===== src/rtl/dic_pkg.sv =====
package dic_pkg;

    localparam int unsigned OFS_W = 4;

    typedef enum logic [OFS_W-1:0] {
        OFS_STAT = 4'd0,
        OFS_SET  = 4'd1,
        OFS_EN   = 4'd2,
        OFS_CRIT = 4'd3,
        OFS_POL  = 4'd4,
        OFS_TRIG = 4'd5,
        OFS_MSK  = 4'd6,
        OFS_VEC  = 4'd7,
        OFS_VCFG = 4'd8
    } reg_ofs_e;

endpackage


===== src/rtl/src_sense.sv =====
module src_sense #(
    parameter int unsigned NSRC = 32
) (
    input  logic            clk,
    input  logic            rst_n,
    input  logic [NSRC-1:0] irq_in,
    input  logic [NSRC-1:0] pol_q,
    output logic [NSRC-1:0] act,
    output logic [NSRC-1:0] rise,
    output logic [NSRC-1:0] fall
);
    logic [NSRC-1:0] prev_q;

    // source n lands on status bit NSRC-1-n; polarity 1 = active high
    for (genvar n = 0; n < NSRC; n++) begin : g_map
        assign act[NSRC-1-n] = irq_in[n] ^ ~pol_q[NSRC-1-n];
    end

    always_ff @(posedge clk or negedge rst_n) begin
        if (!rst_n) prev_q <= '0;
        else        prev_q <= act;
    end

    assign rise = act & ~prev_q;
    assign fall = ~act & prev_q;

    assert_rise_seen_R3: assert property (@(posedge clk) disable iff (!rst_n)
        (rise != '0) |=> ((prev_q & $past(rise)) == $past(rise)));
endmodule


===== src/rtl/stat_core.sv =====
module stat_core #(
    parameter int unsigned NSRC = 32
) (
    input  logic            clk,
    input  logic            rst_n,
    input  logic [NSRC-1:0] act,
    input  logic [NSRC-1:0] rise,
    input  logic [NSRC-1:0] fall,
    input  logic [NSRC-1:0] trig_q,
    input  logic            trig_wr,
    input  logic            clr_wr,
    input  logic            set_wr,
    input  logic [NSRC-1:0] wdata,
    output logic [NSRC-1:0] status_q
);
    logic [NSRC-1:0] stat_d;

    always_comb begin
        stat_d = status_q;
        if (clr_wr) stat_d = stat_d & ~wdata;
        if (set_wr) stat_d = stat_d | wdata;
        stat_d = stat_d | (rise & trig_q);
        stat_d = (stat_d | (act & ~trig_q)) & ~(fall & ~trig_q);
    end

    always_ff @(posedge clk or negedge rst_n) begin
        if (!rst_n) status_q <= '0;
        else        status_q <= stat_d;
    end

    assert_edge_hold_R4: assert property (@(posedge clk) disable iff (!rst_n)
        (!clr_wr && !trig_wr) |=> (((($past(status_q) & trig_q)) & ~status_q) == '0));

    assert_level_follow_R5: assert property (@(posedge clk) disable iff (!rst_n)
        1'b1 |=> ((($past(act) & ~$past(trig_q)) & ~status_q) == '0));

    assert_set_or_R6: assert property (@(posedge clk) disable iff (!rst_n)
        set_wr |=> (($past(wdata) & ~status_q & ~$past(fall & ~trig_q)) == '0));
endmodule


===== src/rtl/crit_vector.sv =====
module crit_vector #(
    parameter int unsigned NSRC   = 32,
    parameter int unsigned VEC_SH = 9
) (
    input  logic            clk,
    input  logic            rst_n,
    input  logic [NSRC-1:0] pend,
    input  logic [NSRC-1:0] vcfg_q,
    output logic [NSRC-1:0] vec
);
    localparam int unsigned KW = $clog2(NSRC);

    logic [NSRC-1:0] pend_rev;
    logic [NSRC-1:0] scan;
    logic [KW-1:0]   k;
    logic            found;

    for (genvar i = 0; i < NSRC; i++) begin : g_rev
        assign pend_rev[i] = pend[NSRC-1-i];
    end

    // config bit 0 set: scan down from the top bit
    assign scan = vcfg_q[0] ? pend_rev : pend;

    always_comb begin
        k     = '0;
        found = 1'b0;
        for (int i = 0; i < NSRC; i++) begin
            if (!found && scan[i]) begin
                k     = KW'(i);
                found = 1'b1;
            end
        end
    end

    assign vec = found ? ({vcfg_q[NSRC-1:2], 2'b00} + (NSRC'(k) << VEC_SH)) : '0;

    assert_vec_align_R10: assert property (@(posedge clk) disable iff (!rst_n)
        vec[1:0] == 2'b00);
endmodule


===== src/rtl/dual_irq_ctrl.sv =====
module dual_irq_ctrl
    import dic_pkg::*;
#(
    parameter int unsigned NSRC    = 32,
    parameter bit          HAS_VEC = 1'b1,
    parameter int unsigned VEC_SH  = 9
) (
    input  logic                 clk,
    input  logic                 rst_n,
    input  logic [NSRC-1:0]      irq_in,
    input  logic                 wr_en,
    input  logic [OFS_W-1:0]     reg_addr,
    input  logic [NSRC-1:0]      wr_data,
    output logic [NSRC-1:0]      rd_data,
    output logic                 irq_norm,
    output logic                 irq_crit
);
    localparam logic [NSRC-1:0] VCFG_KEEP = ~(NSRC'(2));

    logic [NSRC-1:0] en_q, crit_q, pol_q, trig_q, status_q;
    logic [NSRC-1:0] act, rise, fall;
    logic [NSRC-1:0] vcfg_w, vec_w;
    logic            clr_wr, set_wr, trig_wr;

    assign clr_wr  = wr_en && (reg_addr == OFS_STAT);
    assign set_wr  = wr_en && (reg_addr == OFS_SET);
    assign trig_wr = wr_en && (reg_addr == OFS_TRIG);

    always_ff @(posedge clk or negedge rst_n) begin
        if (!rst_n) begin
            en_q   <= '0;
            crit_q <= '0;
            pol_q  <= '0;
            trig_q <= '0;
        end else if (wr_en) begin
            if (reg_addr == OFS_EN)   en_q   <= wr_data;
            if (reg_addr == OFS_CRIT) crit_q <= wr_data;
            if (reg_addr == OFS_POL)  pol_q  <= wr_data;
            if (reg_addr == OFS_TRIG) trig_q <= wr_data;
        end
    end

    src_sense #(.NSRC(NSRC)) u_sense (
        .clk(clk), .rst_n(rst_n), .irq_in(irq_in), .pol_q(pol_q),
        .act(act), .rise(rise), .fall(fall)
    );

    stat_core #(.NSRC(NSRC)) u_stat (
        .clk(clk), .rst_n(rst_n), .act(act), .rise(rise), .fall(fall),
        .trig_q(trig_q), .trig_wr(trig_wr), .clr_wr(clr_wr), .set_wr(set_wr),
        .wdata(wr_data), .status_q(status_q)
    );

    if (HAS_VEC) begin : g_vec
        logic [NSRC-1:0] vcfg_q;

        always_ff @(posedge clk or negedge rst_n) begin
            if (!rst_n)                              vcfg_q <= '0;
            else if (wr_en && reg_addr == OFS_VCFG)  vcfg_q <= wr_data & VCFG_KEEP;
        end

        crit_vector #(.NSRC(NSRC), .VEC_SH(VEC_SH)) u_vec (
            .clk(clk), .rst_n(rst_n), .pend(status_q & en_q & crit_q),
            .vcfg_q(vcfg_q), .vec(vec_w)
        );
        assign vcfg_w = vcfg_q;

        assert_vcfg_store_R9: assert property (@(posedge clk) disable iff (!rst_n)
            (wr_en && reg_addr == OFS_VCFG) |=> (vcfg_q == ($past(wr_data) & VCFG_KEEP)));
    end else begin : g_novec
        assign vcfg_w = '0;
        assign vec_w  = '0;
    end

    assign irq_norm = |(status_q & en_q & ~crit_q);
    assign irq_crit = |(status_q & en_q & crit_q);

    always_comb begin
        case (reg_addr)
            OFS_STAT, OFS_SET: rd_data = status_q;
            OFS_EN:            rd_data = en_q;
            OFS_CRIT:          rd_data = crit_q;
            OFS_POL:           rd_data = pol_q;
            OFS_TRIG:          rd_data = trig_q;
            OFS_MSK:           rd_data = status_q & en_q;
            OFS_VEC:           rd_data = vec_w;
            OFS_VCFG:          rd_data = vcfg_w;
            default:           rd_data = '0;
        endcase
    end

    assert_crit_idle_R10: assert property (@(posedge clk) disable iff (!rst_n)
        !irq_crit |-> (vec_w == '0));

    assert_norm_needs_en_R7: assert property (@(posedge clk) disable iff (!rst_n)
        irq_norm |-> ((status_q & en_q) != '0));

    assert_ro_write_R8: assert property (@(posedge clk) disable iff (!rst_n)
        (wr_en && (reg_addr == OFS_MSK || reg_addr == OFS_VEC))
            |=> ($stable(en_q) && $stable(crit_q) && $stable(pol_q) && $stable(trig_q)));
endmodule


===== config.mk =====
export PLATFORM = sky130hd
export DESIGN_NAME = dual_irq_ctrl
export DESIGN_NICKNAME = d
export VERILOG_FILES = /design/src/rtl/dic_pkg.sv /design/src/rtl/src_sense.sv /design/src/rtl/stat_core.sv /design/src/rtl/crit_vector.sv /design/src/rtl/dual_irq_ctrl.sv
export SDC_FILE = /design/constraint.sdc
export NUM_CORES = 1
export LEC_CHECK = 0
export ABC_CLOCK_PERIOD_IN_PS = 5700
export BUFFER_PORTS_ARGS = -buffer_cell sky130_fd_sc_hd__buf_2
export CORE_UTILIZATION = 53
export DETAILED_ROUTE_END_ITERATION = 12
export PLACE_DENSITY = 0.83
export SYNTH_ARGS = -nofsm -noshare
export SYNTH_HDL_FRONTEND = slang
export SYNTH_SLANG_ARGS = --single-unit

===== constraint.sdc =====
create_clock -name clk -period 5.7 [get_ports clk]
set_input_delay 0.57 -clock clk [delete_from_list [all_inputs] [get_ports clk]]
set_output_delay 0.57 -clock clk [all_outputs]
set_load 0.005 [all_outputs]

==> results by group, run 1 <==
Run status
  • Status: finished with violations
  • Failing checks: design-rule violations

Pwr
  • Pleak: 6.16 nW
  • Power Density: 429 mW/mm2
  • Maximum VDD drop: 0.295 mV

Clocking
  • Clock latency on the worst-skew pair: 0.54 ns
  • Root Driver: clkbuf_16
  • Max clock buf depth: 3
  • H-Tree Depth: 1
  • Sink Count: 223
  • CTS Buf Count: 25
  • Reg clk slew, reported paths: 0.06 ns
  • CTS tree: done

Floorplan
  • Initial Utilization: 54.5%
  • Site Rows: 54
  • Die width: 153 um
  • CORE AREA: 0.0220 mm2
  • Die Y: 153 um
  • Die ar.: 0.0233 mm2
  • Num ports: 105

Timing
  • Setup TNS: 0 ns
  • Final WS setup: 0.225 ns
  • Least-Margin Pin Slew: 1.11 ns
  • Final min period: 5.48 ns
  • Final Cycle Share: 96.1%
  • Final Max Slew Viols: 0
  • Fin. Hold Viols: 0
  • Clock skew: 0.0168 ns
  • F_max: 0.183 GHz
  • Relative slew slack: 25.3%
  • RSZ-0062 raised after global routing: no
  • Worst hold margin: 0.0347 ns
  • Final Setup Violations: 0

Cells and area
  • Layout cells sized above 1: 27.6%
  • Antenna cells: 0
  • Fill cells: 1713
  • NumNets Final: 1327
  • Area Overhead vs Synth: 14.7%
  • Final instance area: 0.0138 mm2
  • Post-route insts no fill: 1547

Placement
  • Placed Area: 0.0129 mm2
  • DPL Wire Length: 24400 um
  • Placer Congestion: 0.930
  • Pre-CTS WS: 0.785 ns
  • Placed insts: 1496
  • # port buffers: 104

Critical path
  • CP required: 5.13 ns
  • CP Max Fanout: 7
  • Setup crit end kind: output pin
  • Arrival @ worst endpoint: 4.91 ns
  • Kind of critical path: flop to output pin
  • Worst setup SP type: flop

Routing
  • Drt drc: 6
  • Final WL: 35800 um
  • ANT nets after route: 0
  • WL/cell: 23.1 um
  • Initial DRC count: 1150
  • First-pass iteration count of the detailed router: 12
  • Vias/cell: 6.67
  • Vias: 10.3k

Yosys
  • Syn nets: 1225
  • Ranking of synthesized cells by area: dfrtp_1 46%, mux2_2 15%, nand2_1 4.6%
  • Fraction of registers with async set/reset: 100%
  • Seq/Total Area, Yosys: 46.4%
  • Ys Warns: 0
  • Syn Std Cell Area: 0.0120 mm2
  • Syn Area/Cell: 10.5 um2
  • Number of flops mapped to enable cells by yosys: 0
  • Top FF cell, synth: dfrtp_1
  • #FFs+latches synth: 223
  • Leading area contributor after synthesis: dfrtp_1
  • Area fraction of the dominant cell type after synthesis: 46.4%
  • Synth top cells by count: 223 x dfrtp_1, 159 x mux2_2, 148 x nand2_1
  • Unique masters post-synth: 69
  • Synth Instances: 1147
  • Top-count cell post-synth: dfrtp_1

Run
  • Max-Cap Viols: 0

Global route
  • Total Routing Usage GR: 31.0%
  • Vias in the first global route: 10.4k
  • Largest net degree at the start of global routing: 133
  • Global-route wire length before repair: 57000 um
  • Total congestion overflow: 0
  • Initial antenna violation count: 0

Hold path
  • Min-delay worst type: input pin to async pin
==> cell type report <==
cell class	instances	area [um2]	area share, %
Tap cell	280	350	2.54
Clock inverter	13	164	1.19
Inverter	19	75.1	0.545
Timing Repair Buffer	128	723	5.25
Clock buffer	32	682	4.95
Sequential cell	223	5580	40.5
Multi-Input combinational cell	852	6210	45.0
==> layout by cell type, fill, tap and decap left out, drive strengths merged, types with 34 or more instances in the layout <==
cell type | synthesis | routed
xnor2 | 34 | 34
nor2 | 58 | 58
o21ai | 42 | 42
nor3b | 38 | 38
a22oi | 48 | 48
nand2 | 149 | 149
dfrtp | 223 | 223
buf | 15 | 128
nand3 | 41 | 41
mux2 | 159 | 159
==> per-layer routing <==
metal,vias to the layer above,global-route usage (%),part of all wire (%)
met1,5130,41.8,41
met3,105,5.66,9.1
li1,4540,-,-
met2,536,49.6,47
met4,0,12.3,3.3
met5,-,0,0
==> stage by stage <==
stage,power [mW],utilization [%]
finish,5.91,62.6
global route,6.20,62.6
CTS,5.86,62.3
detailed placement,4.18,58.5
global placement,4.10,58.5
floorplan,3.55,-
==> where the power goes <==
group	switching [mW]	total [mW]	internal, mW
sequential	0.516	2.53	2.02
combinational	0.911	1.71	0.797
clock	0.683	1.67	0.986
==> logic make-up after synthesis <==
| kind of cell | share of synthesized area [%] |
|---|---|
| mux | 15.2 |
| flops | 46.4 |
| simple gates | 15.2 |
| buf+inv | 2.38 |
| xor+xnor | 2.55 |
| fa+ha+maj | 0.791 |
| compound gates | 17.4 |
==> final timing paths <==
kind,start,endpoint,slack (ns),cells after the start
max,u_stat.status_q[25],rd_data[27],0.22,15
min,rst_n,u_sense.prev_q[29],0.03,1
max reg2reg,pol_q[18],u_stat.status_q[18],4.49,3
min reg2reg,g_vec.vcfg_q[6],g_vec.vcfg_q[6],0.53,1
max in group asynchronous,rst_n,pol_q[15],4.56,2
min in group clk,irq_in[18],u_sense.prev_q[13],0.25,2
==> registers in the layout, indices dropped and copies added (netlist names) <==
register and flops:
crit_q 32, trig_q 32, u_sense.prev_q 32, u_stat.status_q 32, pol_q 32, en_q 32
g_vec.vcfg_q 31
==> worst max-delay path, stage by stage, from the launching register on <==
cell	delay [ns]
dfrtp_1	0.42
nand3_1	0.19
nand4_1	0.22
or3_1	0.46
a2111oi_4	0.54
o311ai_0	0.33
o311ai_0	0.19
ha_1	0.34
a21o_1	0.18
a21o_1	0.20
a21o_1	0.26
and4_1	0.26
and3_1	0.20
nor3b_1	0.13
a211o_1	0.30
buf_2	0.14
==> what timing repair did <==
item,4_1_cts,5_1_grt
endpoints found under the hold margin,0,0
setup buffers,0,6
hold buffers,0,0
endpoints found under the setup margin,0,4
gates resized for setup,0,3
No activity file was read; power rests on OpenSTA's default activity.
==> run 2: changes to the inputs <==
--- a/config.mk
+++ b/config.mk
@@ -5,6 +5,7 @@
 export SDC_FILE = /design/constraint.sdc
 export NUM_CORES = 1
 export LEC_CHECK = 0
+export ABC_AREA = 1
 export ABC_CLOCK_PERIOD_IN_PS = 5700
 export BUFFER_PORTS_ARGS = -buffer_cell sky130_fd_sc_hd__buf_2
 export CORE_UTILIZATION = 53
==> run 2 against run 1 <==
- the run ends with negative setup slack left
- non-clock buffer count is 38 higher
- die area grew 0.39%
- sequential power shrank 7%
- count of clock-buffer cells in the layout is 2 lower
- routed wire length grew 5.6%
- clock power is 8% higher
- utilization grew 3.4 points
- first-iteration DRC count rose by 1.8%
- final area increased by 5.8%
- largest power group unchanged
==> results by group, run 2 <==
Yosys
  • #FFs+latches synth: 223 (unchanged)
  • Seq/Total Area, Yosys: 46.3% (-0.18 points)
  • Syn Std Cell Area: 0.0121 mm2 (+0.40%)
  • Largest family of logic cells by synthesized area: compound AO/OA/AOI/OAI gates
  • Unique masters post-synth: 52 (-25%)
  • Post-synthesis compound-gate area fraction: 22.5% (+5.0 points)
  • Synth Area in Adders: 0.788% (-0.0031 points)
  • Mux contribution to synthesized area: 0.166% (-15 points)
  • Syn Area/Cell: 7.89 um2 (-25%)
  • Leading area contributor after synthesis: dfrtp_1
  • Synth top cells by count: 374 x nand2_1, 327 x o21ai_0, 223 x dfrtp_1
  • Top-count cell post-synth: nand2_1
  • Syn nets: 1607 (+31%)
  • Post-Synth XOR/XNOR Area: 3.56% (+1.0 points)
  • Simple-Gate Fraction of Synth Area: 18.7% (+3.5 points)
  • Synth Instances: 1529 (+33%)
  • Fraction of registers with async set/reset: 100% (unchanged)
  • Number of flops mapped to enable cells by yosys: 0 (unchanged)
  • Area fraction of the dominant cell type after synthesis: 46.3% (-0.18 points)
  • Ys Warns: 0 (unchanged)
  • Top FF cell, synth: dfrtp_1
  • Ranking of synthesized cells by area: dfrtp_1 46%, o21ai_0 14%, nand2_1 12%

Global route
  • Total congestion overflow: 0 (unchanged)
  • Vias in the first global route: 11.4k (+11%)
  • Global-route wire length before repair: 59800 um (+5.0%)
  • Largest net degree at the start of global routing: 120 (-9.8%)
  • Total Routing Usage GR: 32.1% (+1.2 points)
  • Initial antenna violation count: 0 (unchanged)

Pwr
  • Maximum VDD drop: 0.281 mV (-4.5%)
  • Pleak: 6.81 nW (+11%)
  • Final Power: 5.92 mW (+0.16%)
  • Switching share of power: 35.2% (-0.53 points)
  • Int Power: 3.84 mW (+0.99%)
  • Sw Pwr: 2.08 mW (-1.3%)
  • Power Density: 406 mW/mm2 (-5.3%)
  • Sequential share of power: 39.7% (-3.1 points)
  • Combinational power share: 29.8% (+0.9 points)
  • Clock power frac: 30.5% (+2.2 points)

Timing
  • Final Cycle Share: 109% (+13 points)
  • Final Max Slew Viols: 0 (unchanged)
  • Worst hold margin: 0.0430 ns (+0.00837 ns)
  • F_max: 0.160 GHz (-12%)
  • Final min period: 6.23 ns (+0.757 ns)
  • Final Setup Violations: 11 (+11)
  • Fin. Hold Viols: 0 (unchanged)
  • Setup TNS: -3.51 ns (-3.51 ns)
  • Least-Margin Pin Slew: 1.17 ns (+0.0564 ns)
  • Relative slew slack: 21.7% (-3.6 points)
  • RSZ-0062 raised after global routing: yes
  • Final WS setup: -0.532 ns (-0.757 ns)
  • Clock skew: 0.0230 ns (+0.00626 ns)

Clocking
  • CTS Hold Bufs: 0 (unchanged)
  • Reg clk slew, reported paths: 0.07 ns (about the same)
  • Sink Count: 223 (unchanged)
  • H-Tree Depth: 1 (unchanged)
  • CTS Buf Count: 24 (-4.0%)
  • Root Driver: clkbuf_16
  • Max clock buf depth: 3 (unchanged)
  • Clock latency on the worst-skew pair: 0.54 ns (about the same)
  • CTS tree: done

Critical path
  • Kind of critical path: flop to output pin
  • CP Max Fanout: 4 (-3)
  • Setup crit end kind: output pin
  • Worst setup SP type: flop
  • CP peak stage delay: 0.43 ns (-0.11 ns)
  • Critical path's slowest cell: dfrtp_1
  • Arrival @ worst endpoint: 5.66 ns (+0.75 ns)
  • Most used cell, CP: nor2_4
  • CP required: 5.13 ns (about the same)

Routing
  • WL/cell: 19.3 um (-17%)
  • Initial DRC count: 1171 (+1.8%)
  • Drt drc: 0 (-6)
  • ANT nets after route: 0 (unchanged)
  • Final WL: 37800 um (+5.6%)
  • Vias: 11.9k (+15%)
  • First-pass iteration count of the detailed router: 6 (-6)
  • Vias/cell: 6.07 (-8.9%)

Placement
  • Placer Congestion: 1.01 (+8.5%)
  • Pre-CTS WS: 0.00653 ns (-0.778 ns)
  • Placed insts: 1873 (+25%)
  • DPL Wire Length: 24200 um (-0.79%)
  • # port buffers: 104 (unchanged)

Hold path
  • Min-delay worst type: input pin to async pin

Floorplan
  • Initial Utilization: 54.6% (about the same)
  • Die ar.: 0.0234 mm2 (+0.39%)
  • Die width: 153 um (+0.19%)
  • Site Rows: 54 (unchanged)
  • Num ports: 105 (unchanged)
  • CORE AREA: 0.0221 mm2 (+0.31%)
  • Die Y: 153 um (+0.19%)

Run status
  • Failing checks: negative setup slack
  • Status: finished with violations

Run
  • Max-Cap Viols: 0 (unchanged)

Cells and area
  • Most frequent cells in the layout: 358 x nand2_1, 321 x o21ai_0, 220 x dfrtp_1
  • Fill cells: 1788 (+4.4%)
  • NumNets Final: 1738 (+31%)
  • Post-route insts no fill: 1957 (+27%)
  • Area Overhead vs Synth: 20.8%
  • Antenna cells: 0 (unchanged)
  • Leading cell type in the layout, fill and taps excluded: nand2_1
  • Layout cells sized above 1: 18.9% (-8.7 points)
-- run 2: changes by cell type after synthesis, moves of 37 or more --
cell,previous run,this run
inv_1,19,173
nor3b_1,38,1
nand2_1,148,374
o21ai_0,33,327
mux2_2,159,0
a22oi_1,48,5
-- run 2: worst max-delay path: cells and delay by family, from the launching register on --
kind	cells	cell delay [ns]
flip-flops	1	0.43
buffers and inverters	8	0.89
AND/OR/NAND/NOR	26	3.10
adder cells (fa/ha/maj)	1	0.17
XOR/XNOR	1	0.18
AO/OA/AOI/OAI	2	0.33
-- run 2: power by group through the flow --
stage	Sequential [mW]	Clock [mW]	Combinational [mW]
3_3_place_gp	2.31	0	1.42
4_1_cts	2.33	1.81	1.64
2_1_floorplan	2.24	0	1.05
5_1_grt	2.39	1.88	1.96
6_report	2.35	1.81	1.77
3_5_place_dp	2.34	0	1.46
-- run 2: per-layer routing --
| layer | track usage, % | vias up | share of wire, % |
|---|---|---|---|
| li1 | - | 5401 | - |
| met3 | 4.82 | 175 | 8.8 |
| met4 | 15.2 | 0 | 5.2 |
| met5 | 0 | - | 0 |
| met2 | 53.6 | 696 | 47 |
| met1 | 41.3 | 5610 | 39 |
-- run 2: area by class of cell --
| type | instances | area, um2 | area share (%) |
|---|---|---|---|
| clock inverter | 13 | 251 | 1.73 |
| multi-input combinational | 1052 | 5910 | 40.6 |
| clock buffer | 30 | 663 | 4.55 |
| timing repair buffer | 166 | 1080 | 7.43 |
| tap | 280 | 350 | 2.40 |
| sequential | 223 | 5580 | 38.3 |
| inverter | 193 | 729 | 5.00 |
-- run 2: per-stage QoR --
step | util (%) | cell area [um2]
after floorplan | - | 12100
final | 66.0 | 14600
after detailed placement | 58.4 | 12900
after global routing | 66.0 | 14600
after CTS | 64.8 | 14300
after global placement | 58.4 | 12900
-- run 2: worst paths after layout --
path | to | cells past startpoint | slack [ns] | from
max | rd_data[28] | 38 | -0.53 | en_q[29]
min | pol_q[2] | 1 | 0.04 | rst_n
max reg2reg | g_vec.vcfg_q[0] | 4 | 4.50 | g_vec.vcfg_q[0]
min reg2reg | g_vec.vcfg_q[2] | 2 | 0.49 | g_vec.vcfg_q[2]
max in group asynchronous | u_stat.status_q[18] | 2 | 4.56 | rst_n
min in group clk | u_sense.prev_q[16] | 2 | 0.22 | irq_in[15]
-- run 2: repair_timing --
item / CTS / global route
setup buffers: 28 / 13
gates cloned: 1 / 0
pin swaps: 20 / 13
setup endpoints to repair: 10 / 16
resized for setup: 54 / 44
-- run 2: kinds of logic (layout without fill, tap and decap cells) --
group / Yosys count / in the layout
AO/OA/AOI/OAI: 475 / 475
multiplexers: 2 / 2
buffers and inverters: 254 / 402
XOR/XNOR: 49 / 49
AND/OR/NAND/NOR: 519 / 519
flip-flops: 223 / 223
adder cells (fa/ha/maj): 7 / 7
